$ cat src/rtl/tcs_pkg.sv
package tcs_pkg;
  localparam int CMD_LSB  = 7;
  localparam int CMD_MSB  = 25;
  localparam int CMD_W    = CMD_MSB - CMD_LSB + 1;
  localparam int DONE_BIT = 2;
  localparam int SLOT_W   = 16;

  localparam logic [2:0] A_CTRL   = 3'd0;
  localparam logic [2:0] A_STAT   = 3'd1;
  localparam logic [2:0] A_SETTLE = 3'd2;
  localparam logic [2:0] A_REPEAT = 3'd3;
  localparam logic [2:0] A_CMD    = 3'd4;
  localparam logic [2:0] A_TDATA  = 3'd5;

  typedef enum logic [2:0] {
    S_IDLE, S_LOAD, S_SETTLE, S_START, S_WAIT, S_STORE, S_FIN
  } seq_state_t;
endpackage

$ cat src/rtl/tcs_cmd_list.sv
module tcs_cmd_list
  import tcs_pkg::*;
#(
  parameter int DEPTH = 8,
  parameter int IW    = $clog2(DEPTH),
  parameter int CW    = $clog2(DEPTH + 1)
) (
  input  logic              clk,
  input  logic              rst,
  input  logic              rewind,
  input  logic              wr_en,
  input  logic [31:0]       wr_word,
  input  logic [IW-1:0]     rd_idx,
  output logic [CMD_W-1:0]  rd_cmd,
  output logic [CW-1:0]     len
);
  logic [CMD_W-1:0] mem [DEPTH];
  logic [CW-1:0]    wptr;
  logic             closed;
  logic             append;
  logic             terminate;

  assign append    = wr_en && !closed && (wr_word != 32'd0) && (wptr < CW'(DEPTH));
  assign terminate = wr_en && !closed && (wr_word == 32'd0);

  // storage without reset so it can map to distributed or block RAM
  always_ff @(posedge clk) begin
    if (append) mem[wptr[IW-1:0]] <= wr_word[CMD_MSB:CMD_LSB];
  end

  always_ff @(posedge clk) begin
    if (rst) begin
      wptr   <= '0;
      closed <= 1'b0;
      len    <= '0;
    end else if (rewind) begin
      wptr   <= '0;
      closed <= 1'b0;
      len    <= '0;
    end else begin
      if (append) wptr <= wptr + 1'b1;
      if (terminate) begin
        closed <= 1'b1;
        len    <= wptr;
      end
    end
  end

  assign rd_cmd = mem[rd_idx];
endmodule

$ cat src/rtl/tcs_prescaler.sv
module tcs_prescaler #(
  parameter int DIV   = 2000,
  parameter int CNT_W = $clog2(DIV + 1)
) (
  input  logic clk,
  input  logic rst,
  input  logic restart,
  output logic tick
);
  logic [CNT_W-1:0] cnt;
  logic             wrap;

  assign wrap = (cnt == CNT_W'(DIV - 1));

  always_ff @(posedge clk) begin
    if (rst || restart) cnt <= '0;
    else if (wrap)      cnt <= '0;
    else                cnt <= cnt + 1'b1;
  end

  assign tick = wrap && !restart;
endmodule

$ cat src/rtl/tcs_result_buf.sv
module tcs_result_buf
  import tcs_pkg::*;
#(
  parameter int DEPTH  = 8,
  parameter int SMP_W  = 12,
  parameter int IW     = $clog2(DEPTH),
  parameter int CW     = $clog2(DEPTH + 1)
) (
  input  logic              clk,
  input  logic              rst,
  input  logic              wr_en,
  input  logic [IW-1:0]     wr_idx,
  input  logic [SMP_W-1:0]  wr_val,
  input  logic              restart,
  input  logic              pop,
  input  logic [CW-1:0]     len,
  output logic [31:0]       rd_word
);
  localparam int WORDS = (DEPTH + 1) / 2;
  localparam int PW    = (WORDS > 1) ? $clog2(WORDS) : 1;

  logic [SMP_W-1:0] lo_mem [WORDS];
  logic [SMP_W-1:0] hi_mem [WORDS];
  logic [CW-1:0]    rptr;
  logic [CW:0]      nwords_w;
  logic [CW-1:0]    nwords;
  logic [PW-1:0]    waddr;
  logic [PW-1:0]    raddr;
  logic             have;

  assign nwords_w = ({1'b0, len} + 1'b1) >> 1;
  assign nwords   = nwords_w[CW-1:0];
  assign waddr    = PW'(wr_idx >> 1);
  assign raddr    = PW'(rptr);
  assign have     = (rptr < nwords);

  // even entry fills the low slot and clears the partner slot
  always_ff @(posedge clk) begin
    if (wr_en) begin
      if (!wr_idx[0]) begin
        lo_mem[waddr] <= wr_val;
        hi_mem[waddr] <= '0;
      end else begin
        hi_mem[waddr] <= wr_val;
      end
    end
  end

  always_ff @(posedge clk) begin
    if (rst || restart) rptr <= '0;
    else if (pop && have) rptr <= rptr + 1'b1;
  end

  always_comb begin
    rd_word = '0;
    if (have) begin
      rd_word[SLOT_W-1:0]        = SLOT_W'(lo_mem[raddr]);
      rd_word[2*SLOT_W-1:SLOT_W] = SLOT_W'(hi_mem[raddr]);
    end
  end
endmodule

$ cat src/rtl/tcs_sequencer.sv
module tcs_sequencer
  import tcs_pkg::*;
#(
  parameter int IW       = 3,
  parameter int CW       = 4,
  parameter int SETTLE_W = 16,
  parameter int REP_W    = 8,
  parameter int SMP_W    = 12
) (
  input  logic                clk,
  input  logic                rst,
  input  logic                gate,
  input  logic                flag,
  input  logic [CW-1:0]       len,
  input  logic [CMD_W-1:0]    cmd_in,
  input  logic [SETTLE_W-1:0] settle_ticks,
  input  logic [REP_W-1:0]    rep_cnt,
  input  logic                tick,
  input  logic                adc_done,
  input  logic [SMP_W-1:0]    adc_data,
  output logic [IW-1:0]       rd_idx,
  output logic [CMD_W-1:0]    sw_ctrl,
  output logic                adc_start,
  output logic                presc_restart,
  output logic                meas_begin,
  output logic                wr_en,
  output logic [IW-1:0]       wr_idx,
  output logic [SMP_W-1:0]    wr_val,
  output logic                set_flag
);
  seq_state_t          state;
  logic [CW-1:0]       idx;
  logic [SETTLE_W-1:0] settle_cnt;
  logic [REP_W:0]      conv_cnt;
  logic [REP_W:0]      eff_rep;
  logic                last_conv;

  assign eff_rep       = (rep_cnt == '0) ? (REP_W+1)'(1) : {1'b0, rep_cnt};
  assign last_conv     = (conv_cnt + 1'b1) >= eff_rep;
  assign rd_idx        = idx[IW-1:0];
  assign presc_restart = (state == S_LOAD);
  assign set_flag      = (state == S_FIN) && gate;

  always_ff @(posedge clk) begin
    if (rst) begin
      state      <= S_IDLE;
      idx        <= '0;
      settle_cnt <= '0;
      conv_cnt   <= '0;
      sw_ctrl    <= '0;
      adc_start  <= 1'b0;
      meas_begin <= 1'b0;
      wr_en      <= 1'b0;
      wr_idx     <= '0;
      wr_val     <= '0;
    end else begin
      adc_start  <= 1'b0;
      meas_begin <= 1'b0;
      wr_en      <= 1'b0;
      if (state != S_IDLE && !gate) begin
        state   <= S_IDLE;
        sw_ctrl <= '0;
      end else begin
        unique case (state)
          S_IDLE: begin
            if (gate && !flag && len != '0) begin
              idx        <= '0;
              meas_begin <= 1'b1;
              state      <= S_LOAD;
            end
          end
          S_LOAD: begin
            sw_ctrl    <= cmd_in;
            settle_cnt <= '0;
            conv_cnt   <= '0;
            state      <= S_SETTLE;
          end
          S_SETTLE: begin
            if (settle_cnt == settle_ticks) state <= S_START;
            else if (tick) settle_cnt <= settle_cnt + 1'b1;
          end
          S_START: begin
            adc_start <= 1'b1;
            state     <= S_WAIT;
          end
          S_WAIT: begin
            if (adc_done) begin
              if (last_conv) begin
                wr_en  <= 1'b1;
                wr_idx <= idx[IW-1:0];
                wr_val <= adc_data;
                state  <= S_STORE;
              end else begin
                conv_cnt <= conv_cnt + 1'b1;
                state    <= S_START;
              end
            end
          end
          S_STORE: begin
            if ((idx + 1'b1) == len) begin
              state <= S_FIN;
            end else begin
              idx   <= idx + 1'b1;
              state <= S_LOAD;
            end
          end
          S_FIN: begin
            sw_ctrl <= '0;
            state   <= S_IDLE;
          end
          default: state <= S_IDLE;
        endcase
      end
    end
  end
endmodule

$ cat src/rtl/touch_cmd_seq.sv
module touch_cmd_seq
  import tcs_pkg::*;
#(
  parameter int DEPTH    = 8,
  parameter int SMP_W    = 12,
  parameter int TICK_DIV = 2000,
  parameter int SETTLE_W = 16,
  parameter int REP_W    = 8
) (
  input  logic               clk,
  input  logic               rst,
  input  logic               reg_wr,
  input  logic               reg_rd,
  input  logic [2:0]         reg_addr,
  input  logic [31:0]        reg_wdata,
  output logic [31:0]        reg_rdata,
  output logic [CMD_W-1:0]   sw_ctrl,
  output logic               adc_start,
  input  logic               adc_done,
  input  logic [SMP_W-1:0]   adc_data,
  output logic               tdata_flag
);
  localparam int IW = $clog2(DEPTH);
  localparam int CW = $clog2(DEPTH + 1);

  logic [1:0]          ctrl_q;
  logic [SETTLE_W-1:0] settle_q;
  logic [REP_W-1:0]    rep_q;
  logic                seq_gate;
  logic                flag_clr;
  logic                list_rewind;
  logic                list_wr;
  logic                pop;
  logic [CW-1:0]       list_len;
  logic [IW-1:0]       rd_idx;
  logic [CMD_W-1:0]    cur_cmd;
  logic                tick;
  logic                presc_restart;
  logic                meas_begin;
  logic                res_wr;
  logic [IW-1:0]       res_idx;
  logic [SMP_W-1:0]    res_val;
  logic                set_flag;
  logic [31:0]         pop_word;

  assign seq_gate    = ctrl_q[0] & ctrl_q[1];
  assign flag_clr    = reg_wr && (reg_addr == A_STAT) && reg_wdata[DONE_BIT];
  assign list_rewind = reg_rd && (reg_addr == A_CMD);
  assign list_wr     = reg_wr && (reg_addr == A_CMD);
  assign pop         = reg_rd && (reg_addr == A_TDATA);

  always_ff @(posedge clk) begin
    if (rst) begin
      ctrl_q   <= '0;
      settle_q <= '0;
      rep_q    <= '0;
    end else if (reg_wr) begin
      case (reg_addr)
        A_CTRL:   ctrl_q   <= reg_wdata[1:0];
        A_SETTLE: settle_q <= reg_wdata[SETTLE_W-1:0];
        A_REPEAT: rep_q    <= reg_wdata[REP_W-1:0];
        default: ;
      endcase
    end
  end

  always_ff @(posedge clk) begin
    if (rst)           tdata_flag <= 1'b0;
    else if (set_flag) tdata_flag <= 1'b1;
    else if (flag_clr) tdata_flag <= 1'b0;
  end

  always_ff @(posedge clk) begin
    if (rst) begin
      reg_rdata <= '0;
    end else if (reg_rd) begin
      case (reg_addr)
        A_CTRL:   reg_rdata <= {30'd0, ctrl_q};
        A_STAT:   reg_rdata <= 32'(tdata_flag) << DONE_BIT;
        A_SETTLE: reg_rdata <= 32'(settle_q);
        A_REPEAT: reg_rdata <= 32'(rep_q);
        A_TDATA:  reg_rdata <= pop_word;
        default:  reg_rdata <= '0;
      endcase
    end
  end

  tcs_cmd_list #(.DEPTH(DEPTH), .IW(IW), .CW(CW)) u_list (
    .clk(clk), .rst(rst), .rewind(list_rewind), .wr_en(list_wr),
    .wr_word(reg_wdata), .rd_idx(rd_idx), .rd_cmd(cur_cmd), .len(list_len)
  );

  tcs_prescaler #(.DIV(TICK_DIV)) u_presc (
    .clk(clk), .rst(rst), .restart(presc_restart), .tick(tick)
  );

  tcs_sequencer #(.IW(IW), .CW(CW), .SETTLE_W(SETTLE_W), .REP_W(REP_W),
                  .SMP_W(SMP_W)) u_seq (
    .clk(clk), .rst(rst), .gate(seq_gate), .flag(tdata_flag),
    .len(list_len), .cmd_in(cur_cmd), .settle_ticks(settle_q),
    .rep_cnt(rep_q), .tick(tick), .adc_done(adc_done), .adc_data(adc_data),
    .rd_idx(rd_idx), .sw_ctrl(sw_ctrl), .adc_start(adc_start),
    .presc_restart(presc_restart), .meas_begin(meas_begin),
    .wr_en(res_wr), .wr_idx(res_idx), .wr_val(res_val), .set_flag(set_flag)
  );

  tcs_result_buf #(.DEPTH(DEPTH), .SMP_W(SMP_W), .IW(IW), .CW(CW)) u_res (
    .clk(clk), .rst(rst), .wr_en(res_wr), .wr_idx(res_idx), .wr_val(res_val),
    .restart(meas_begin), .pop(pop), .len(list_len), .rd_word(pop_word)
  );
endmodule

$ cat config.mk
export PLATFORM = sky130hd
export DESIGN_NAME = touch_cmd_seq
export DESIGN_NICKNAME = d
export VERILOG_FILES = /design/src/rtl/tcs_pkg.sv /design/src/rtl/tcs_cmd_list.sv /design/src/rtl/tcs_prescaler.sv /design/src/rtl/tcs_result_buf.sv /design/src/rtl/tcs_sequencer.sv /design/src/rtl/touch_cmd_seq.sv
export SDC_FILE = /design/constraint.sdc
export NUM_CORES = 1
export LEC_CHECK = 0
export BUFFER_PORTS_ARGS = -buffer_cell sky130_fd_sc_hd__buf_4
export CAP_MARGIN = 5
export CORE_AREA = 4 4 149 294
export DETAILED_ROUTE_END_ITERATION = 16
export DIE_AREA = 0 0 153 298
export PLACE_DENSITY = 0.62
export SLEW_MARGIN = 15
export SYNTH_ARGS = -nofsm -noshare
export SYNTH_HDL_FRONTEND = slang
export SYNTH_SLANG_ARGS = --single-unit
$ cat constraint.sdc
create_clock -name clk -period 5.9 [get_ports clk]
set_input_delay 0.885 -clock clk [delete_from_list [all_inputs] [get_ports clk]]
set_output_delay 0.885 -clock clk [all_outputs]
set_load 0.05 [all_outputs]
==> flow_summary_export.csv <==
group,metric,value,unit
cts,cts_buffers,37,
route,wl_met2,21700,um
floorplanning,die_h,298,um
route,vias_per_cell,5.36,
synthesis,yosysWarningCount,0,
floorplanning,coreArea,41600,um2
synthesis,synth_top_area_share,45.4,%
critical_path,slowest_delay,0.49,ns
timing,drv_slew,0,
placed_design,placement.cell_area,17800,um2
timing,relSlewSlack,24.2,%
floorplanning,boundaryPins,105,
timing,setup_viol,0,
critical_path,end_kind,"flip-flop",
synthesis,synth_cells,1194,
job,max_cap_viol_count,0,
synthesis,async_reset_ff_share,0,%
finish,final_area,19000,um2
route,met1_length,14200,um
synthesis,synth.cell_area,16400,um2
synthesis,yosys.area_share.simple,11.4,%
cts,post_cts_buffers,0,
timing,tightest_slew,1.14,ns
cts,cts_max_path_buffers,3,
finish,area_growth,16.1,%
power,switching_share,20.9,%
placed_design,port-buffer-count,100,
route,drt-total-wl,39100,um
synthesis,synthMuxAreaShare,11.7,%
route,wl_per_cell,21.0,um
power,p_int,4.43,mW
timing,grt_setup_unrepaired,"false",
critical_path,cpMostUsedCell,"ha_1",
cts,clkLatencyLatePin,0.55,ns
floorplanning,rows,106,
cts,cts_tree,"yes",
min_path,min_path_type,"reg -> reg",
critical_path,crit_fanout,17,
critical_path,worstSetupPathType,"reg -> reg",
finish,nNetsFinal,1361,
power,p_leak,6.40,nW
global_route,grt_max_degree,42,
power,powerDensity,295,nW/um2
timing,fin_ws,2.50,ns
cts,postCtsHoldBufs,0,
power,seqPwrFrac,53.1,%
global_route,grt_usage,17.0,%
synthesis,syn_area_per_cell,13.7,um2
timing,hold_violations,0,
synthesis,synth_cell_types,67,
global_route,globalRoute.totalOverflow,0,
cts,clock-sinks,401,
finish,antennaDiodeCount,0,
synthesis,synthAdderAreaFrac,1.45,%
cts,cts_resized,0,
synthesis,synth_xor_area_share,2.08,%
timing,finalCritPeriodShare,57.6,%
cts,h-tree-depth,2,
timing,whs,0.451,ns
placed_design,hpwlAfterDp,26700,um
timing,tns,0,ns
outcome,outcome,"completed",
placed_design,gp_congestion,0.845,
synthesis,synth_edf_count,248,
route,drt-initial-drc-count,530,
synthesis,seq_area_frac_synth,64.1,%
finish,fillers,3766,
synthesis,synth_top_cell_by_area,"edfxtp_1",
power,ir_drop,0.245,mV
critical_path,required,6.37,ns
critical_path,crit_path_start_kind,"flip-flop",
placed_design,dp_worst_setup_slack,2.31,ns
cts,cts.root.buffer_cell,"clkbuf_16",
route,drc,0,
floorplanning,die_x,153,um
global_route,grt_pass1_vias,10500,
synthesis,synth_flop_cell,"edfxtp_1",
power,clockPowerShare,44.5,%
synthesis,synth_compound_area_share,6.83,%
global_route,antenna_found_initial,0,
critical_path,crit_chain,"ha_1, nand3_2, and2_1, or2_2, ha_1, a211oi_1, o211ai_1, o221ai_1, nand3b_2, or2_0, a21oi_1",
floorplanning,start_util,39.4,%
cts,clk_pin_slew_worst_paths,0.07,ns
route,wl_met3,1640,um
timing,layout_min_cycle_time,3.40,ns
route,top_layer_used,"met4",
route,vias,9972,
timing,clock-skew-final,0.0274,ns
route,firstDrtPassIters,5,
critical_path,cpMaxStageDelayCell,"o221ai_1",
global_route,grt_pass1_wl,60900,um
timing,fmax,294,MHz
synthesis,synth_top_family_by_area,"multiplexers",
finish,drive_above_1_share,22.5,%
power,p_switching,1.17,mW
route,ant_nets,0,
critical_path,worstPathArrival,3.86,ns
floorplanning,fp.dieArea,45600,um2
power,pwr-share-comb,2.4,%
synthesis,synth-seq-cells,401,
synthesis,ys_top_cells_by_area,"edfxtp_1 (45%), dfxtp_1 (19%), mux4_2 (8.5%)",
-- power groups by stage --
stage	combinational (mW)	sequential [mW]	clock (mW)
after global placement	0.135	3.04	0
after detailed placement	0.138	3.04	0
after floorplan	0.0680	3.03	0
final	0.137	2.97	2.49
after CTS	0.138	2.97	2.57
after global routing	0.148	2.97	2.67
-- worst max-delay path: cells and delay by family, from the launching register on --
family          cells  cell delay [ns]
simple gates        5             1.32
compound gates      4             1.03
fa+ha+maj           2             0.57
flops               1             0.40
-- worst paths after layout --
| path | from | end | slack [ns] | depth (start not counted) |
|---|---|---|---|---|
| setup / recovery | u_seq.conv_cnt[0] | u_seq.conv_cnt[1] | 2.50 | 11 |
| hold / removal | u_presc.cnt[0] | u_presc.cnt[0] | 0.45 | 1 |
| setup reg to reg | u_seq.conv_cnt[0] | u_seq.conv_cnt[1] | 2.50 | 11 |
| hold reg to reg | u_presc.cnt[0] | u_presc.cnt[0] | 0.45 | 1 |
-- per-stage QoR --
step	power, mW	util (%)	instances
after floorplan	3.10	-	1197
after global placement	3.17	42.7	1791
after detailed placement	3.17	42.7	1791
after CTS	5.68	45.7	1859
after global routing	5.79	45.7	1859
final	5.61	45.7	1859
-- metal layers --
layer / vias to the layer above / global-route usage (%)
met4: 0 / 6.67
li1: 4671 / -
met1: 4981 / 18.8
met2: 239 / 32.5
met5: - / 0
met3: 81 / 2.56
-- flip-flops by register name, indices dropped and copies added, names as in the netlist, 8 cells and up, named ones only --
| name | cells |
|---|---|
| settle_q | 16 |
| u_seq.conv_cnt | 9 |
| u_seq.settle_cnt | 16 |
| reg_rdata | 28 |
| u_seq.wr_val | 12 |
| u_presc.cnt | 11 |
| u_list.mem | 152 |
| rep_q | 8 |
| u_seq.sw_ctrl | 19 |
| u_res.lo_mem | 48 |
| u_res.hi_mem | 48 |
-- cell families (layout without fill, tap and decap cells) --
| kind of cell | after synthesis | in the layout |
|---|---|---|
| xor gates and xnor gates | 39 | 39 |
| DFF | 401 | 401 |
| adders and majority gates | 19 | 19 |
| and+or+nand+nor | 374 | 374 |
| buffers and inverters | 89 | 211 |
| muxes | 112 | 112 |
| AOI/OAI and AO/OA | 159 | 159 |
| other | 1 | 4 |
-- placed cells by master, fill, tap and decap left out, types with 19 or more instances in the layout --
master	n
edfxtp_1	248
dfxtp_1	152
buf_4	125
nand2_1	104
nor2_1	92
mux4_2	62
a21oi_1	61
nand3_1	41
clkbuf_16	38
and3_1	32
mux2i_1	27
a22oi_1	26
xor2_1	25
mux2_2	23
nor2b_1	19
ha_1	19
-- cells in the mapped netlist, types with 3 or more instances --
master	count
a2111o_1	14
a211oi_1	4
a21o_1	5
a21oi_1	61
a22oi_1	26
and2_1	5
and3_1	32
and4_1	3
buf_1	4
buf_2	18
buf_4	5
clkbuf_1	43
dfxtp_1	153
edfxtp_1	248
ha_1	19
inv_1	18
mux2_2	23
mux2i_1	27
mux4_2	62
nand2_1	104
nand2b_1	18
nand3_1	41
nand4_1	9
nor2_1	94
nor2b_1	19
nor3_1	8
nor3b_1	3
nor4_1	15
o2111ai_1	7
o211ai_1	11
o21ai_0	8
o31ai_1	3
or2_0	3
xnor2_1	14
xor2_1	25
-- final cells by class --
cell class | count | area [um2] | area share [%]
Multi-Input combinational cell | 707 | 5570 | 29.3
Timing Repair Buffer | 125 | 938 | 4.93
Clock buffer | 49 | 1020 | 5.37
Clock inverter | 19 | 243 | 1.28
Inverter | 18 | 67.6 | 0.355
Sequential cell | 401 | 10500 | 55.2
Tap cell | 540 | 676 | 3.55
No activity file was read; power rests on OpenSTA's default activity.
